**src/rtl/usbrx_pkg.sv**
```systemverilog
package usbrx_pkg;

    typedef enum logic [1:0] {
        SYM_J   = 2'd0,
        SYM_K   = 2'd1,
        SYM_SE0 = 2'd2,
        SYM_SE1 = 2'd3
    } line_sym_e;

    typedef enum logic [1:0] {
        ST_IDLE = 2'd0,
        ST_BITS = 2'd1,
        ST_EOPW = 2'd2
    } rx_state_e;

    // Wire pair to symbol; the J/K meaning flips with the speed select.
    function automatic line_sym_e classify(input logic dp, input logic dm,
                                           input logic low_speed);
        line_sym_e s;
        unique case ({dp, dm})
            2'b00:   s = SYM_SE0;
            2'b11:   s = SYM_SE1;
            2'b10:   s = low_speed ? SYM_K : SYM_J;
            default: s = low_speed ? SYM_J : SYM_K;
        endcase
        return s;
    endfunction

endpackage

```
**src/rtl/usbrx_sync.sv**
```systemverilog
module usbrx_sync #(
    parameter int WIDTH  = 2,
    parameter int STAGES = 2
) (
    input  logic             clk_i,
    input  logic             rst_ni,
    input  logic [WIDTH-1:0] async_i,
    output logic [WIDTH-1:0] sync_o
);

    logic [WIDTH-1:0] pipe_q [STAGES];

    generate
        for (genvar g = 0; g < STAGES; g++) begin : g_stage
            if (g == 0) begin : g_first
                always_ff @(posedge clk_i or negedge rst_ni) begin
                    if (!rst_ni) pipe_q[g] <= '0;
                    else         pipe_q[g] <= async_i;
                end
            end else begin : g_next
                always_ff @(posedge clk_i or negedge rst_ni) begin
                    if (!rst_ni) pipe_q[g] <= '0;
                    else         pipe_q[g] <= pipe_q[g-1];
                end
            end
        end
    endgenerate

    assign sync_o = pipe_q[STAGES-1];

endmodule

```
**src/rtl/usbrx_phase.sv**
```systemverilog
module usbrx_phase
    import usbrx_pkg::*;
#(
    parameter int OSR = 4
) (
    input  logic      clk_i,
    input  logic      rst_ni,
    input  line_sym_e sym_i,
    output logic      edge_o,
    output logic      sample_o
);

    localparam int CW = $clog2(OSR + 1);
    localparam logic [CW-1:0] HALF = CW'(OSR / 2);
    localparam logic [CW-1:0] LAST = CW'(OSR - 1);

    line_sym_e       prev_q;
    logic [CW-1:0]   cnt_q;
    logic [CW-1:0]   pos;

    always_comb begin
        edge_o   = (sym_i != prev_q);
        pos      = edge_o ? '0 : cnt_q;
        sample_o = (pos == HALF);
    end

    always_ff @(posedge clk_i or negedge rst_ni) begin
        if (!rst_ni) begin
            prev_q <= SYM_SE0;
            cnt_q  <= '0;
        end else begin
            prev_q <= sym_i;
            cnt_q  <= (pos == LAST) ? '0 : pos + 1'b1;
        end
    end

endmodule

```
**src/rtl/usbrx_fsm.sv**
```systemverilog
module usbrx_fsm
    import usbrx_pkg::*;
#(
    parameter int STUFF_RUN = 6
) (
    input  logic       clk_i,
    input  logic       rst_ni,
    input  line_sym_e  sym_i,
    input  logic       edge_i,
    input  logic       sample_i,
    output logic       sop_o,
    output logic       sym_o,
    output logic [1:0] sym_code_o,
    output logic       bit_o,
    output logic       bit_val_o,
    output logic       stuff_o,
    output logic       eop_o,
    output logic       err_o
);

    localparam int OW = $clog2(STUFF_RUN + 1);
    localparam logic [OW-1:0] ONES_MAX = OW'(STUFF_RUN);

    rx_state_e     state_q, state_d;
    line_sym_e     last_q, last_d;
    logic [OW-1:0] ones_q, ones_d;
    logic          sop_d, sym_d, bit_d, val_d, stuff_d, eop_d, err_d;
    logic          same;

    always_comb begin
        state_d = state_q;
        last_d  = last_q;
        ones_d  = ones_q;
        sop_d   = 1'b0;
        sym_d   = 1'b0;
        bit_d   = 1'b0;
        val_d   = 1'b0;
        stuff_d = 1'b0;
        eop_d   = 1'b0;
        err_d   = 1'b0;
        same    = (sym_i == last_q);
        unique case (state_q)
            ST_IDLE: begin
                last_d = SYM_J;
                ones_d = '0;
                if (edge_i) begin
                    if (sym_i == SYM_K) begin
                        sop_d   = 1'b1;
                        state_d = ST_BITS;
                    end else if (sym_i == SYM_SE1) begin
                        err_d = 1'b1;
                    end
                end
            end
            ST_BITS: begin
                if (sample_i) begin
                    sym_d = 1'b1;
                    unique case (sym_i)
                        SYM_J, SYM_K: begin
                            last_d = sym_i;
                            if (ones_q == ONES_MAX && !same) begin
                                stuff_d = 1'b1;
                                ones_d  = '0;
                            end else begin
                                bit_d = 1'b1;
                                val_d = same;
                                if (!same)                 ones_d = '0;
                                else if (ones_q != ONES_MAX) ones_d = ones_q + 1'b1;
                            end
                        end
                        SYM_SE0: state_d = ST_EOPW;
                        SYM_SE1: begin
                            err_d   = 1'b1;
                            state_d = ST_IDLE;
                        end
                    endcase
                end
            end
            ST_EOPW: begin
                if (sample_i) begin
                    sym_d = 1'b1;
                    unique case (sym_i)
                        SYM_J: begin
                            eop_d   = 1'b1;
                            ones_d  = '0;
                            state_d = ST_IDLE;
                        end
                        SYM_SE1: begin
                            err_d   = 1'b1;
                            state_d = ST_IDLE;
                        end
                        SYM_SE0, SYM_K: ;
                    endcase
                end
            end
            default: state_d = ST_IDLE;
        endcase
    end

    // State register
    always_ff @(posedge clk_i or negedge rst_ni) begin
        if (!rst_ni) begin
            state_q <= ST_IDLE;
            last_q  <= SYM_J;
            ones_q  <= '0;
        end else begin
            state_q <= state_d;
            last_q  <= last_d;
            ones_q  <= ones_d;
        end
    end

    // Output register
    always_ff @(posedge clk_i or negedge rst_ni) begin
        if (!rst_ni) begin
            sop_o      <= 1'b0;
            sym_o      <= 1'b0;
            sym_code_o <= 2'd0;
            bit_o      <= 1'b0;
            bit_val_o  <= 1'b0;
            stuff_o    <= 1'b0;
            eop_o      <= 1'b0;
            err_o      <= 1'b0;
        end else begin
            sop_o     <= sop_d;
            sym_o     <= sym_d;
            bit_o     <= bit_d;
            bit_val_o <= val_d;
            stuff_o   <= stuff_d;
            eop_o     <= eop_d;
            err_o     <= err_d;
            if (sym_d) sym_code_o <= sym_i;
        end
    end

endmodule

```
**src/rtl/usbrx_top.sv**
```systemverilog
module usbrx_top
    import usbrx_pkg::*;
#(
    parameter int OSR       = 4,
    parameter int STUFF_RUN = 6
) (
    input  logic       clk_i,
    input  logic       rst_ni,
    input  logic       dp_i,
    input  logic       dm_i,
    input  logic       low_speed_i,
    output logic       sop_o,
    output logic       sym_o,
    output logic [1:0] sym_code_o,
    output logic       bit_o,
    output logic       bit_val_o,
    output logic       stuff_o,
    output logic       eop_o,
    output logic       err_o
);

    logic [1:0] wires_s;
    line_sym_e  sym;
    logic       sym_edge;
    logic       sample;

    usbrx_sync #(.WIDTH(2), .STAGES(2)) u_sync (
        .clk_i   (clk_i),
        .rst_ni  (rst_ni),
        .async_i ({dp_i, dm_i}),
        .sync_o  (wires_s)
    );

    assign sym = classify(wires_s[1], wires_s[0], low_speed_i);

    usbrx_phase #(.OSR(OSR)) u_phase (
        .clk_i    (clk_i),
        .rst_ni   (rst_ni),
        .sym_i    (sym),
        .edge_o   (sym_edge),
        .sample_o (sample)
    );

    usbrx_fsm #(.STUFF_RUN(STUFF_RUN)) u_fsm (
        .clk_i      (clk_i),
        .rst_ni     (rst_ni),
        .sym_i      (sym),
        .edge_i     (sym_edge),
        .sample_i   (sample),
        .sop_o      (sop_o),
        .sym_o      (sym_o),
        .sym_code_o (sym_code_o),
        .bit_o      (bit_o),
        .bit_val_o  (bit_val_o),
        .stuff_o    (stuff_o),
        .eop_o      (eop_o),
        .err_o      (err_o)
    );

endmodule

```
**config.mk**
```make
export PLATFORM = sky130hd
export DESIGN_NAME = usbrx_top
export DESIGN_NICKNAME = d
export VERILOG_FILES = /design/src/rtl/usbrx_pkg.sv /design/src/rtl/usbrx_sync.sv /design/src/rtl/usbrx_phase.sv /design/src/rtl/usbrx_fsm.sv /design/src/rtl/usbrx_top.sv
export SDC_FILE = /design/constraint.sdc
export NUM_CORES = 1
export LEC_CHECK = 0
export ABC_AREA = 1
export CAP_MARGIN = 20
export CORE_UTILIZATION = 55
export DETAILED_ROUTE_END_ITERATION = 6
export GPL_ROUTABILITY_DRIVEN = 0
export HOLD_SLACK_MARGIN = 0.06
export PLACE_DENSITY = 0.75
export SYNTH_ARGS = -nofsm -noshare
export SYNTH_HDL_FRONTEND = slang
export SYNTH_SLANG_ARGS = --single-unit
```
**constraint.sdc**
```tcl
create_clock -name clk_i -period 2.7 [get_ports clk_i]
set_input_delay 0.81 -clock clk_i [delete_from_list [all_inputs] [get_ports clk_i]]
set_output_delay 0.81 -clock clk_i [all_outputs]
set_load 0.005 [all_outputs]
```
==> results.cfg <==
[outcome]
status = finished clean

[yosys]
synth.area.top_cells = dfrtp_1 46%, ha_1 10%, nand2_1 6.9%
synth_top_area_share_pct = 45.8
syn_inst = 140
synth-edff-count = 0
yosysWarnings = 0
ys_ff_latch = 25
syn-num-nets = 156
synth_cell_types = 25
seq_area_frac_synth_pct = 47.8
ys_async_sr_fraction_pct = 100
netlist_area_um2 = 1310
synth.avg_cell_area_um2 = 9.37
ys.flop_type = dfrtp_1
synth_top_cell_by_area = dfrtp_1
synthTopCellsByCount = 24 x dfrtp_1, 24 x nand2_1, 20 x inv_1, 13 x nor2_1, 11 x ha_1

[cts]
insertion_delay_ns = 0.32
clk_pin_slew_ns = 0.14
htree_levels = 1
cts_setup_buffers = 0
ctsResizeCount = 0
root_buffer = clkbuf_4
holdBufCountCts = 0
clockBufferDepth = 2
cts_tree = yes
clkSinkCount = 25
cts_buffers = 3

[worst_setup_path]
cp_max_fo = 4
startpoint_type = input port
critPathKind = input port to register
worst_ep_required_time_ns = 2.92
worst_setup_path_end_kind = register
arrival_ns = 2.63

[timing]
drv_slew = 0
maxClockFrequency_mhz = 415
relSlewSlack_pct = 70.6
setup_viol = 0
rsz0062_at_grt = false
holdWs_ns = 0.374
fin_crit_ns = 2.41
hold_viol = 0
worst_slew_pin_slew_ns = 0.440
skew_ns = 0.0103
period_share_pct = 89.3

[cells_and_area]
antennaDiodeCount = 0
final_util_pct = 68.8
drive_gt1_share_pct = 19.3
syn_to_final_growth_pct = 17.2
final_area_um2 = 1540
ff_latch_area_um2 = 627
final_nets = 178
multi_input_area_um2 = 594
fillCellCount = 180

[pwr]
p_sw_mw = 0.386
clockPowerShare_pct = 16.5
vdd_ir_drop_max_uv = 597
swShare_pct = 37.3
seqPwrFrac_pct = 44.7
comb_power_share_pct = 38.8
p_int_mw = 0.648
leakage_nw = 0.769
p_per_area_nw_per_um2 = 673

[routing]
drt_wl_total_mm = 2.27
drc = 0
drtAntennaViolNets = 0
drt_pass1_iterations = 4
vias = 962
avgViaCountPerCell = 5.09
drtIter0Drc = 14
wire_per_inst_um = 12.0

[global_routing]
grt_first_pass_wirelength_mm = 4.08
overflow = 0
antenna_found_initial = 0
grt_pass1_vias = 981
track_usage_pct = 21.2
grt_max_degree = 17

[floorplanning]
io_pins = 14
die-area_um2 = 2580
fp.dieH_um = 50.8
rows = 17
die_x_um = 50.8
initial_utilization_pct = 58.7
core_area_um2 = 2230

[placed_design]
portBuffers = 13
place_area_um2 = 1510
place_hpwl_mm = 1.84

[run]
max-cap-violations = 0

[hold_path]
min_path_type = register to register
layer usage:
| layer | wire length, µm | track usage [%] |
|---|---|---|
| met1 | 1060 | 28.0 |
| met2 | 1120 | 36.0 |
| met3 | 67 | 2.68 |
| met4 | 29 | 6.94 |
| met5 | 0 | 0 |
flip-flops by register name, summed over array words and instances, names as in the netlist, 2 cells and up:
register	flops
u_fsm.sym_code_o	2
u_sync.sync_o	2
u_phase.cnt_q	3
u_fsm.state_q	2
u_fsm.last_q	2
u_fsm.ones_q	3
u_sync.pipe_q	2
u_phase.prev_q	2
worst max-delay path, stage by stage:
cell and delay (ns):
clkdlybuf4s50_1 0.52, inv_1 0.07, nand2_2 0.10, nand2_4 0.07, nand2_4 0.09, nand3_2 0.07, nor2_1 0.16, ha_1 0.27
nand3_1 0.14, nand2_2 0.12, nand3_2 0.09, nand2_1 0.07, nand2_1 0.05
final timing paths:
| path | cells past startpoint | slack, ns | to | start |
|---|---|---|---|---|
| setup / recovery | 13 | 0.29 | u_fsm.ones_q[1] | low_speed_i |
| hold / removal | 0 | 0.37 | u_sync.sync_o[1] | u_sync.pipe_q[3] |
| setup reg to reg | 13 | 0.30 | u_fsm.ones_q[1] | u_sync.sync_o[0] |
| hold reg to reg | 0 | 0.37 | u_sync.sync_o[1] | u_sync.pipe_q[3] |
| max in group asynchronous | 2 | 1.35 | u_fsm.err_o | rst_ni |
| min in group asynchronous | 1 | 0.77 | u_phase.cnt_q[0] | rst_ni |
placed cells by master (no fill, tap or decap), types with 2 or more instances in the layout:
| cell type | Yosys | routed |
|---|---|---|
| o21ai_0 | 4 | 4 |
| o21ai_1 | 2 | 2 |
| nand3_1 | 7 | 7 |
| nand4_1 | 4 | 4 |
| clkdlybuf4s50_1 | 0 | 13 |
| nor2_4 | 2 | 2 |
| inv_1 | 20 | 20 |
| nand2_4 | 3 | 3 |
| nand2_1 | 24 | 24 |
| buf_4 | 0 | 4 |
| dfrtp_1 | 24 | 24 |
| inv_2 | 4 | 4 |
| a21oi_1 | 3 | 3 |
| nor2_1 | 13 | 13 |
| nand3_2 | 4 | 4 |
| nand2_2 | 5 | 5 |
| clkbuf_4 | 0 | 3 |
| ha_1 | 11 | 11 |
power groups by stage:
stage	clock network [mW]	logic [mW]	registers (mW)
2_1_floorplan	0	0.282	0.466
3_3_place_gp	0	0.388	0.468
3_5_place_dp	0	0.399	0.470
4_1_cts	0.174	0.403	0.463
5_1_grt	0.187	0.460	0.470
6_report	0.170	0.401	0.463
logic make-up after synthesis:
| kind of cell | Yosys count | share of synthesized area [%] |
|---|---|---|
| adders and majority gates | 11 | 10.5 |
| xor gates and xnor gates | 1 | 0.668 |
| AOI/OAI and AO/OA | 14 | 6.68 |
| buffers and inverters | 24 | 6.87 |
| and+or+nand+nor | 65 | 27.5 |
| DFF | 25 | 47.8 |
through the flow:
step,setup TNS (ns),instances,worst slack (ns),power (mW)
floorplan,0,140,0.617,0.748
global placement,0,185,0.0524,0.856
detailed placement,-0.140,185,-0.0474,0.870
CTS,0,189,0.292,1.04
global route,0,189,0.101,1.12
finish,0,189,0.289,1.03
cell type report:
type	instances	share of cell area [%]
clock inverters	1	0.489
multi-input cells	91	38.7
flip-flops and latches	25	40.8
well taps	28	2.28
inverters	24	5.86
clock buffers	3	1.47
repair buffers	17	10.4
No activity file was read; power rests on OpenSTA's default activity.
